## src/rtl/attr_indir_pkg.sv

```systemverilog
package attr_indir_pkg;
  localparam int ATTR_W = 8;
  localparam int FIELDS = 4;
  localparam int NREG   = 2;

  typedef enum logic [1:0] {
    LVL_USR = 2'd0,
    LVL_OS  = 2'd1,
    LVL_HYP = 2'd2,
    LVL_MON = 2'd3
  } lvl_e;

  // Copy reached by an access: 1 = non-secure, 0 = secure.
  function automatic logic route_ns(lvl_e lvl, logic req_ns, logic sel_ns);
    case (lvl)
      LVL_MON: return sel_ns;
      LVL_HYP: return 1'b1;
      default: return req_ns;
    endcase
  endfunction

  // Permission: the long format must be on, and level 0 is never allowed.
  function automatic logic lvl_allowed(lvl_e lvl, logic fmt_on);
    return fmt_on && (lvl != LVL_USR);
  endfunction
endpackage

```

## src/rtl/attr_access_gate.sv

```systemverilog
module attr_access_gate
  import attr_indir_pkg::*;
(
  input  logic clk,
  input  logic rst,
  input  logic valid,
  input  logic write,
  input  lvl_e lvl,
  input  logic req_ns,
  input  logic sel_ns,
  input  logic fmt_on,
  input  logic lock,
  output logic grant,
  output logic refuse,
  output logic to_ns,
  output logic wr_fire
);
  logic allowed;
  logic lock_drop;

  always_comb begin
    allowed   = lvl_allowed(lvl, fmt_on);
    to_ns     = route_ns(lvl, req_ns, sel_ns);
    grant     = valid && allowed;
    refuse    = valid && !allowed;
    lock_drop = grant && write && lock && !to_ns;
    wr_fire   = grant && write && !lock_drop;
  end

  p_user_refused_r4: assert property (@(posedge clk) disable iff (rst)
    (valid && lvl == LVL_USR) |-> (refuse && !wr_fire));

  p_hyp_nonsecure_r6: assert property (@(posedge clk) disable iff (rst)
    (wr_fire && lvl == LVL_HYP) |-> to_ns);

  p_lock_no_error_r7: assert property (@(posedge clk) disable iff (rst)
    lock_drop |-> !refuse);
endmodule

```

## src/rtl/attr_store.sv

```systemverilog
module attr_store #(
  parameter int NREG   = attr_indir_pkg::NREG,
  parameter int REG_W  = attr_indir_pkg::ATTR_W * attr_indir_pkg::FIELDS,
  localparam int RSEL_W = (NREG > 1) ? $clog2(NREG) : 1
) (
  input  logic                             clk,
  input  logic                             rst,
  input  logic                             wr_fire,
  input  logic                             wr_ns,
  input  logic [RSEL_W-1:0]                wr_reg,
  input  logic [REG_W-1:0]                 wdata,
  output logic [1:0][NREG-1:0][REG_W-1:0]  regs_q
);
  for (genvar b = 0; b < 2; b++) begin : g_bank
    for (genvar r = 0; r < NREG; r++) begin : g_reg
      logic hit;
      assign hit = wr_fire && (wr_ns == b[0]) && (wr_reg == r[RSEL_W-1:0]);
      always_ff @(posedge clk) begin
        if (rst)      regs_q[b][r] <= '0;
        else if (hit) regs_q[b][r] <= wdata;
      end
    end
  end

  p_reset_clear_r1: assert property (@(posedge clk)
    rst |=> (regs_q == '0));

  p_write_lands_r9: assert property (@(posedge clk) disable iff (rst)
    wr_fire |=> (regs_q[$past(wr_ns)][$past(wr_reg)] == $past(wdata)));
endmodule

```

## src/rtl/attr_select.sv

```systemverilog
module attr_select #(
  parameter int ATTR_W = attr_indir_pkg::ATTR_W,
  parameter int FIELDS = attr_indir_pkg::FIELDS,
  parameter int NREG   = attr_indir_pkg::NREG,
  localparam int REG_W  = ATTR_W * FIELDS,
  localparam int FSEL_W = $clog2(FIELDS),
  localparam int IDX_W  = $clog2(FIELDS * NREG),
  localparam int RSEL_W = (NREG > 1) ? $clog2(NREG) : 1
) (
  input  logic [1:0][NREG-1:0][REG_W-1:0] regs,
  input  logic [IDX_W-1:0]                idx,
  input  logic                            ns,
  output logic [ATTR_W-1:0]               attr
);
  logic [RSEL_W-1:0] reg_sel;
  logic [FSEL_W-1:0] fld_sel;
  logic [REG_W-1:0]  word;

  always_comb begin
    reg_sel = RSEL_W'(idx >> FSEL_W);
    fld_sel = idx[FSEL_W-1:0];
    word    = regs[ns][reg_sel];
    attr    = word[fld_sel*ATTR_W +: ATTR_W];
  end
endmodule

```

## src/rtl/attr_indir_regs.sv

```systemverilog
module attr_indir_regs
  import attr_indir_pkg::*;
#(
  localparam int REG_W  = ATTR_W * FIELDS,
  localparam int IDX_W  = $clog2(FIELDS * NREG),
  localparam int RSEL_W = (NREG > 1) ? $clog2(NREG) : 1
) (
  input  logic              clk,
  input  logic              rst,
  input  logic              acc_valid,
  input  logic              acc_write,
  input  logic [1:0]        acc_lvl,
  input  logic              acc_ns,
  input  logic              acc_sel_ns,
  input  logic              fmt_long,
  input  logic [RSEL_W-1:0] acc_reg,
  input  logic [REG_W-1:0]  acc_wdata,
  output logic [REG_W-1:0]  acc_rdata,
  output logic              acc_err,
  input  logic              sec_lock,
  input  logic [IDX_W-1:0]  lk_idx,
  input  logic              lk_ns,
  output logic [ATTR_W-1:0] lk_attr
);
  logic grant, refuse, to_ns, wr_fire;
  logic [1:0][NREG-1:0][REG_W-1:0] regs;

  attr_access_gate u_gate (
    .clk(clk), .rst(rst), .valid(acc_valid), .write(acc_write),
    .lvl(lvl_e'(acc_lvl)), .req_ns(acc_ns), .sel_ns(acc_sel_ns),
    .fmt_on(fmt_long), .lock(sec_lock), .grant(grant), .refuse(refuse),
    .to_ns(to_ns), .wr_fire(wr_fire)
  );

  attr_store #(.NREG(NREG), .REG_W(REG_W)) u_store (
    .clk(clk), .rst(rst), .wr_fire(wr_fire), .wr_ns(to_ns),
    .wr_reg(acc_reg), .wdata(acc_wdata), .regs_q(regs)
  );

  attr_select #(.ATTR_W(ATTR_W), .FIELDS(FIELDS), .NREG(NREG)) u_sel (
    .regs(regs), .idx(lk_idx), .ns(lk_ns), .attr(lk_attr)
  );

  always_comb begin
    acc_err   = refuse;
    acc_rdata = grant ? regs[to_ns][acc_reg] : '0;
  end

  p_refused_read_zero_r8: assert property (@(posedge clk) disable iff (rst)
    acc_err |-> (acc_rdata == '0));

  p_refused_hold_r4: assert property (@(posedge clk) disable iff (rst)
    (acc_err && !rst) |=> $stable(regs));

  p_fmt_refuse_r5: assert property (@(posedge clk) disable iff (rst)
    (acc_valid && !fmt_long) |-> acc_err);

  p_lock_hold_r7: assert property (@(posedge clk) disable iff (rst)
    (sec_lock && !rst) |=> $stable(regs[0]));
endmodule

```

## config.mk

```make
export PLATFORM = sky130hd
export DESIGN_NAME = attr_indir_regs
export DESIGN_NICKNAME = d
export VERILOG_FILES = /design/src/rtl/attr_indir_pkg.sv /design/src/rtl/attr_access_gate.sv /design/src/rtl/attr_store.sv /design/src/rtl/attr_select.sv /design/src/rtl/attr_indir_regs.sv
export SDC_FILE = /design/constraint.sdc
export NUM_CORES = 1
export LEC_CHECK = 0
export BUFFER_PORTS_ARGS = -buffer_cell sky130_fd_sc_hd__buf_2
export CAP_MARGIN = 15
export CELL_PAD_IN_SITES_DETAIL_PLACEMENT = 2
export CELL_PAD_IN_SITES_GLOBAL_PLACEMENT = 2
export CORE_MARGIN = 2
export CORE_UTILIZATION = 31
export CTS_CLUSTER_SIZE = 30
export DETAILED_ROUTE_END_ITERATION = 6
export PLACE_DENSITY = 0.79
export SYNTH_ARGS = -nofsm -noshare
export SYNTH_HDL_FRONTEND = slang
export SYNTH_SLANG_ARGS = --single-unit
```

## constraint.sdc

```tcl
create_clock -name clk -period 2.15 [get_ports clk]
set_clock_uncertainty 0.05 [all_clocks]
set_input_delay 0.43 -clock clk [delete_from_list [all_inputs] [get_ports clk]]
set_output_delay 0.43 -clock clk [all_outputs]
set_load 0.01 [all_outputs]
```

## After elaboration in Yosys (flattened, before gate mapping)

Index checks and enable logic that the tools add are counted.

- Register bits: 128
- Latch bits: 0
- Bits in writable memories: 0
- ROM bits: 0
- Input bits: 47
- Output and inout bits: 41
- Word-level logic and storage cells: 40
- Memories: 0

- $add $sub $neg: 0
- Multiply operators: 0
- Divide/modulo/power cells: 0
- Magnitude comparators: 4
- Equality and inequality tests: 2
- Shift operators: 1
- Multiplexer cells: 10
- Bitwise gates (word level): 2
- Reduce and logical (&&, ||, !) cells: 17

Operators with widths:

| operator | count |
|---|---|
| $mux 64 | 4 |
| $mux 32 | 5 |
| $shiftx 32x6->8 | 1 |
| $logic_and 1x1->1 | 13 |
| $lt 1x2->1 const B | 4 |
| $eq 2x2->1 const B | 2 |
| $logic_not 1->1 | 3 |
| $not 1->1 | 2 |
| $pmux 1 s2 | 1 |
| $reduce_bool 2->1 | 1 |

## Longest topological paths before layout

- Word-level depth: 10
- Gate-level depth with buffers: 7

## Hierarchy

From an unflattened synthesis, not the netlist that was laid out.

- Cells, all modules: 643
- Area total of the unflattened synthesis: 7160.6 um2

Modules (own cells, without submodules):

| module | times used | cells an instance | area each (um2) |
|---|---|---|---|
| attr_store | 1 | 454 | 5063.6 |
| attr_select | 1 | 70 | 1033.5 |
| attr_indir_regs | 1 | 111 | 1002.2 |
| attr_access_gate | 1 | 8 | 61.3 |

## Worst setup path after synthesis

OpenSTA, ideal clock, no wires.

- Kind: input port to output port
- From: input lk_idx[2]
- To: output lk_attr[0]
- Data arrival time: 1759 ps
- Data required time: 1670 ps
- Setup slack: -89 ps
- Stages on the path: 5
- Cells stage by stage: clkbuf_1 buf_2 mux4_2 a22oi_1 nand2_1

- Longest elaborated chain between the ends: 3

RTL lines:

| element | line | RTL |
|---|---|---|
| start: declaration | attr_indir_regs.sv:21 | `input logic [IDX_W-1:0] lk_idx,` |
| $mux 32 (implied by the code) (2 in series) | attr_select.sv:22 | `word = regs[ns][reg_sel];` |
| $shiftx 32x6->8 | attr_select.sv:23 | `attr = word[fld_sel*ATTR_W +: ATTR_W];` |
| end: declaration | attr_indir_regs.sv:23 | `output logic [ATTR_W-1:0] lk_attr` |

Every way passes these cells. The select of a mux whose other input is x is not followed.

## Final worst setup path

- From: input acc_lvl[1]
- To: output acc_rdata[29]

- Longest elaborated chain between the ends: 7
- Elaborated cells on any way between the ends: 11

RTL lines:

| element | line | RTL |
|---|---|---|
| start: declaration | attr_indir_regs.sv:12 | `input logic [1:0] acc_lvl,` |
| $eq 2x2->1 | attr_indir_pkg.sv:15 | `case (lvl)` |
| $pmux 1 s2 | attr_indir_pkg.sv:15 |  |
| $mux 64 (implied by the code) (2 in series) | attr_indir_regs.sv:46 | `acc_rdata = grant ? regs[to_ns][acc_reg] : '0;` |
| $mux 32 (implied by the code) (2 in series) | attr_indir_regs.sv:46 |  |
| $mux 32 (*) | attr_indir_regs.sv:46 |  |
| end: declaration | attr_indir_regs.sv:18 | `output logic [REG_W-1:0] acc_rdata,` |

Every way passes the cells marked *; elsewhere a longest branch is shown, timed or not. The select of a mux whose other input is x is not followed.

==> results.yml <==
run_status:
  status: "finished with violations"
  violations: "setup timing"
power_and_ir_drop:
  peakVddDrop_mv: 0.439
  leakagePower_nw: 3.19
  powerDensity_nw_per_um2: 664
drt:
  vias_per_cell: 5.83
  wl_per_cell_um: 27.0
  dr_total_vias: 6652
  routed_wl_mm: 30.8
  final_antenna_net_count: 0
  drt_pass1_iterations: 5
  drc: 0
  drtIter0Drc: 542
die:
  start_util: 0.316
  num_rows: 52
  die-area_sq_um: 21900
  io_pins: 88
  die_h_um: 148
  core_sq_um: 20300
  dieWidth_um: 148
final_layout:
  n_fill_cell: 2172
  antennaDiodeCount: 0
  mostFrequentLayoutCell: "nand2_1"
  stdcell_area_sq_um: 8840
  nets: 907
  largest_reg_flops: 128
  reg_top3: "u_store.regs_q x128"
  final_layout_size_suffix_gt1_frac: 0.358
  regMostFlops: "u_store.regs_q"
  syn2layout_area_growth_pct: 37.6
  layout_common_cells: "nand2_1, a21oi_1, dfxtp_1, buf_2, mux2i_1"
logic_synthesis:
  avgSynthCellArea_sq_um: 8.53
  synthTopCellsByArea: "dfxtp_1, nand2_1, mux4_2"
  synth_area_sq_um: 6420
  yosys_warnings: 0
  yosysSeqAreaShare: 0.399
  syn_nets: 800
  synth_top_family_by_area: "multiplexers"
  yosysTopAreaCellShare: 0.399
  synthSimpleGateAreaFrac: 0.176
  muxShareOfSynthArea: 0.214
  synth_compound_area_frac: 0.154
  netlist_instances: 753
  ys_types: 29
  ys_ff_latch: 128
  yosysTopAreaCell: "dfxtp_1"
  synth-xor-area-share: 0
  synth_adder_area_share: 0
sta:
  setup_viol: 40
  maxSlewHeadroom: 0.562
  finalCritPeriodShare: 1.12
  drv_slew: 0
  hold_viol: 0
  grt_setup_unrepaired: "true"
  fmax_mhz: 414
  worst_slew_pin_slew_ns: 0.654
  period_minus_slack_ns: 2.41
  fin_ws_ns: -0.263
worst_setup_path:
  crit_fanout: 14
  path_delay_family: "buffers and inverters"
  cp.arrival_ns: 1.93
  crit_required_ns: 1.67
  setup.worst_path.end_class: "output port"
  cp_num_buf_inv: 4
  slowest_stage: "mux2i_1"
  cp_slowest_stage_delay_ns: 0.33
  startpoint_type: "primary input"
  cp_cell_sequence: "buf_6 -> and3b_2 -> nor2_4 -> buf_12 -> buf_16 -> mux2i_1 -> o22ai_1 -> buf_2"
  path_class: "primary input to output port"
cts:
  h-tree-depth: 4
  cts_root_buffer: "clkbuf_16"
  clock_path_buffers: 2
  clk_pin_slew_ns: 0.05
  cts_made_buffers: 17
  cts_sinks: 128
  cts_tree: "done"
  clock_latency_ns: 0.43
global_route:
  overflow: 0
  grt_max_degree: 42
  grt_first_pass_wirelength_mm: 45.2
  grt_pass1_vias: 7495
  grt_usage: 0.276
  grt_antenna_before_repair: 0
place:
  dp_hpwl_mm: 16.9
  dp_slack_ns: -0.249
  place_area_sq_um: 7440
  port_buffers: 87
  gp_congestion: 0.777
worst_hold_path:
  holdCritPathClass: "primary input to flip-flop"
job:
  cap_viol_max_count: 0
-- stage by stage --
| step | cells | util | hold slack, ns | total power (W) | TNS, ns |
|---|---|---|---|---|---|
| 2_1_floorplan | 753 | - | 0.391 | 0.00272 | 0 |
| 3_3_place_gp | 1084 | 0.367 | 0.405 | 0.00296 | -4.99 |
| 3_5_place_dp | 1084 | 0.367 | 0.420 | 0.00297 | -9.36 |
| 4_1_cts | 1140 | 0.423 | 0.218 | 0.00583 | -2.67 |
| 5_1_grt | 1141 | 0.436 | 0.226 | 0.00603 | -5.37 |
| 6_report | 1141 | 0.436 | 0.224 | 0.00587 | -4.08 |
-- final timing paths --
kind,from,end,slack (ns),cells after the start
setup / recovery,acc_lvl[1],acc_rdata[29],-0.26,8
hold / removal,acc_wdata[31],u_store.regs_q[95],0.22,3
setup reg to reg,u_store.regs_q[119],u_store.regs_q[119],1.24,3
hold reg to reg,u_store.regs_q[9],u_store.regs_q[9],0.42,2
-- cells in the mapped netlist (all sizes together) --
cell type    n
inv          1
or4          3
a22oi       16
nand2b       1
o21ai        2
o22ai       32
and2         2
or3          1
and3b        1
o211ai       1
mux4        32
clkbuf      26
nand2      264
dfxtp      128
a21oi      128
o2111ai      1
nor2b        2
mux2         1
nor4         3
nor2         3
buf         39
nand4        1
mux2i       64
nor3         1
-- metal layers --
layer,part of all wire,GRT usage,wire [um]
met1,0.40,0.312,12300
met2,0.51,0.489,15800
met3,0.054,0.0580,1660
met4,0.035,0.144,1060
met5,0,0,0
-- layout make-up --
class / count / area [sq um] / area share
tap: 270 / 338 / 0.0382
inverter: 1 / 3.75 / 0.000425
sequential: 128 / 2610 / 0.295
clock inverter: 6 / 57.6 / 0.00651
timing repair buffer: 153 / 1390 / 0.157
multi-input combinational: 559 / 3950 / 0.447
clock buffer: 24 / 492 / 0.0556
-- timing repair --
item                                    in CTS  in global routing
endpoints found under the hold margin        0                  0
pin swaps                                   28                 18
buffers inserted                            20                  3
endpoints found under the setup margin      39                 40
cloned                                       6                  0
gates resized for setup                     76                 57
hold buffers                                 0                  0
-- where the power goes --
| part | internal (W) | switching (W) | leakage [nW] | total, W |
|---|---|---|---|---|
| logic | 0.000299 | 0.000369 | 1.86 | 0.000669 |
| clock network | 0.00169 | 0.00109 | 0.272 | 0.00278 |
| registers | 0.00239 | 0.0000243 | 1.05 | 0.00242 |
| total | 0.00438 | 0.00148 | 3.19 | 0.00587 |
-- worst reg2reg max path: cells and delay by family (launching register included) --
family	cells	cell delay, ns
AOI/OAI and AO/OA	1	0.22
buffers and inverters	1	0.14
DFF	1	0.35
and+or+nand+nor	1	0.05
-- cells by family after synthesis --
kind of cell	count (synthesis)
and+or+nand+nor	282
muxes	97
buffers and inverters	66
DFF	128
AOI/OAI and AO/OA	180
(Power assumes the default switching activity.)
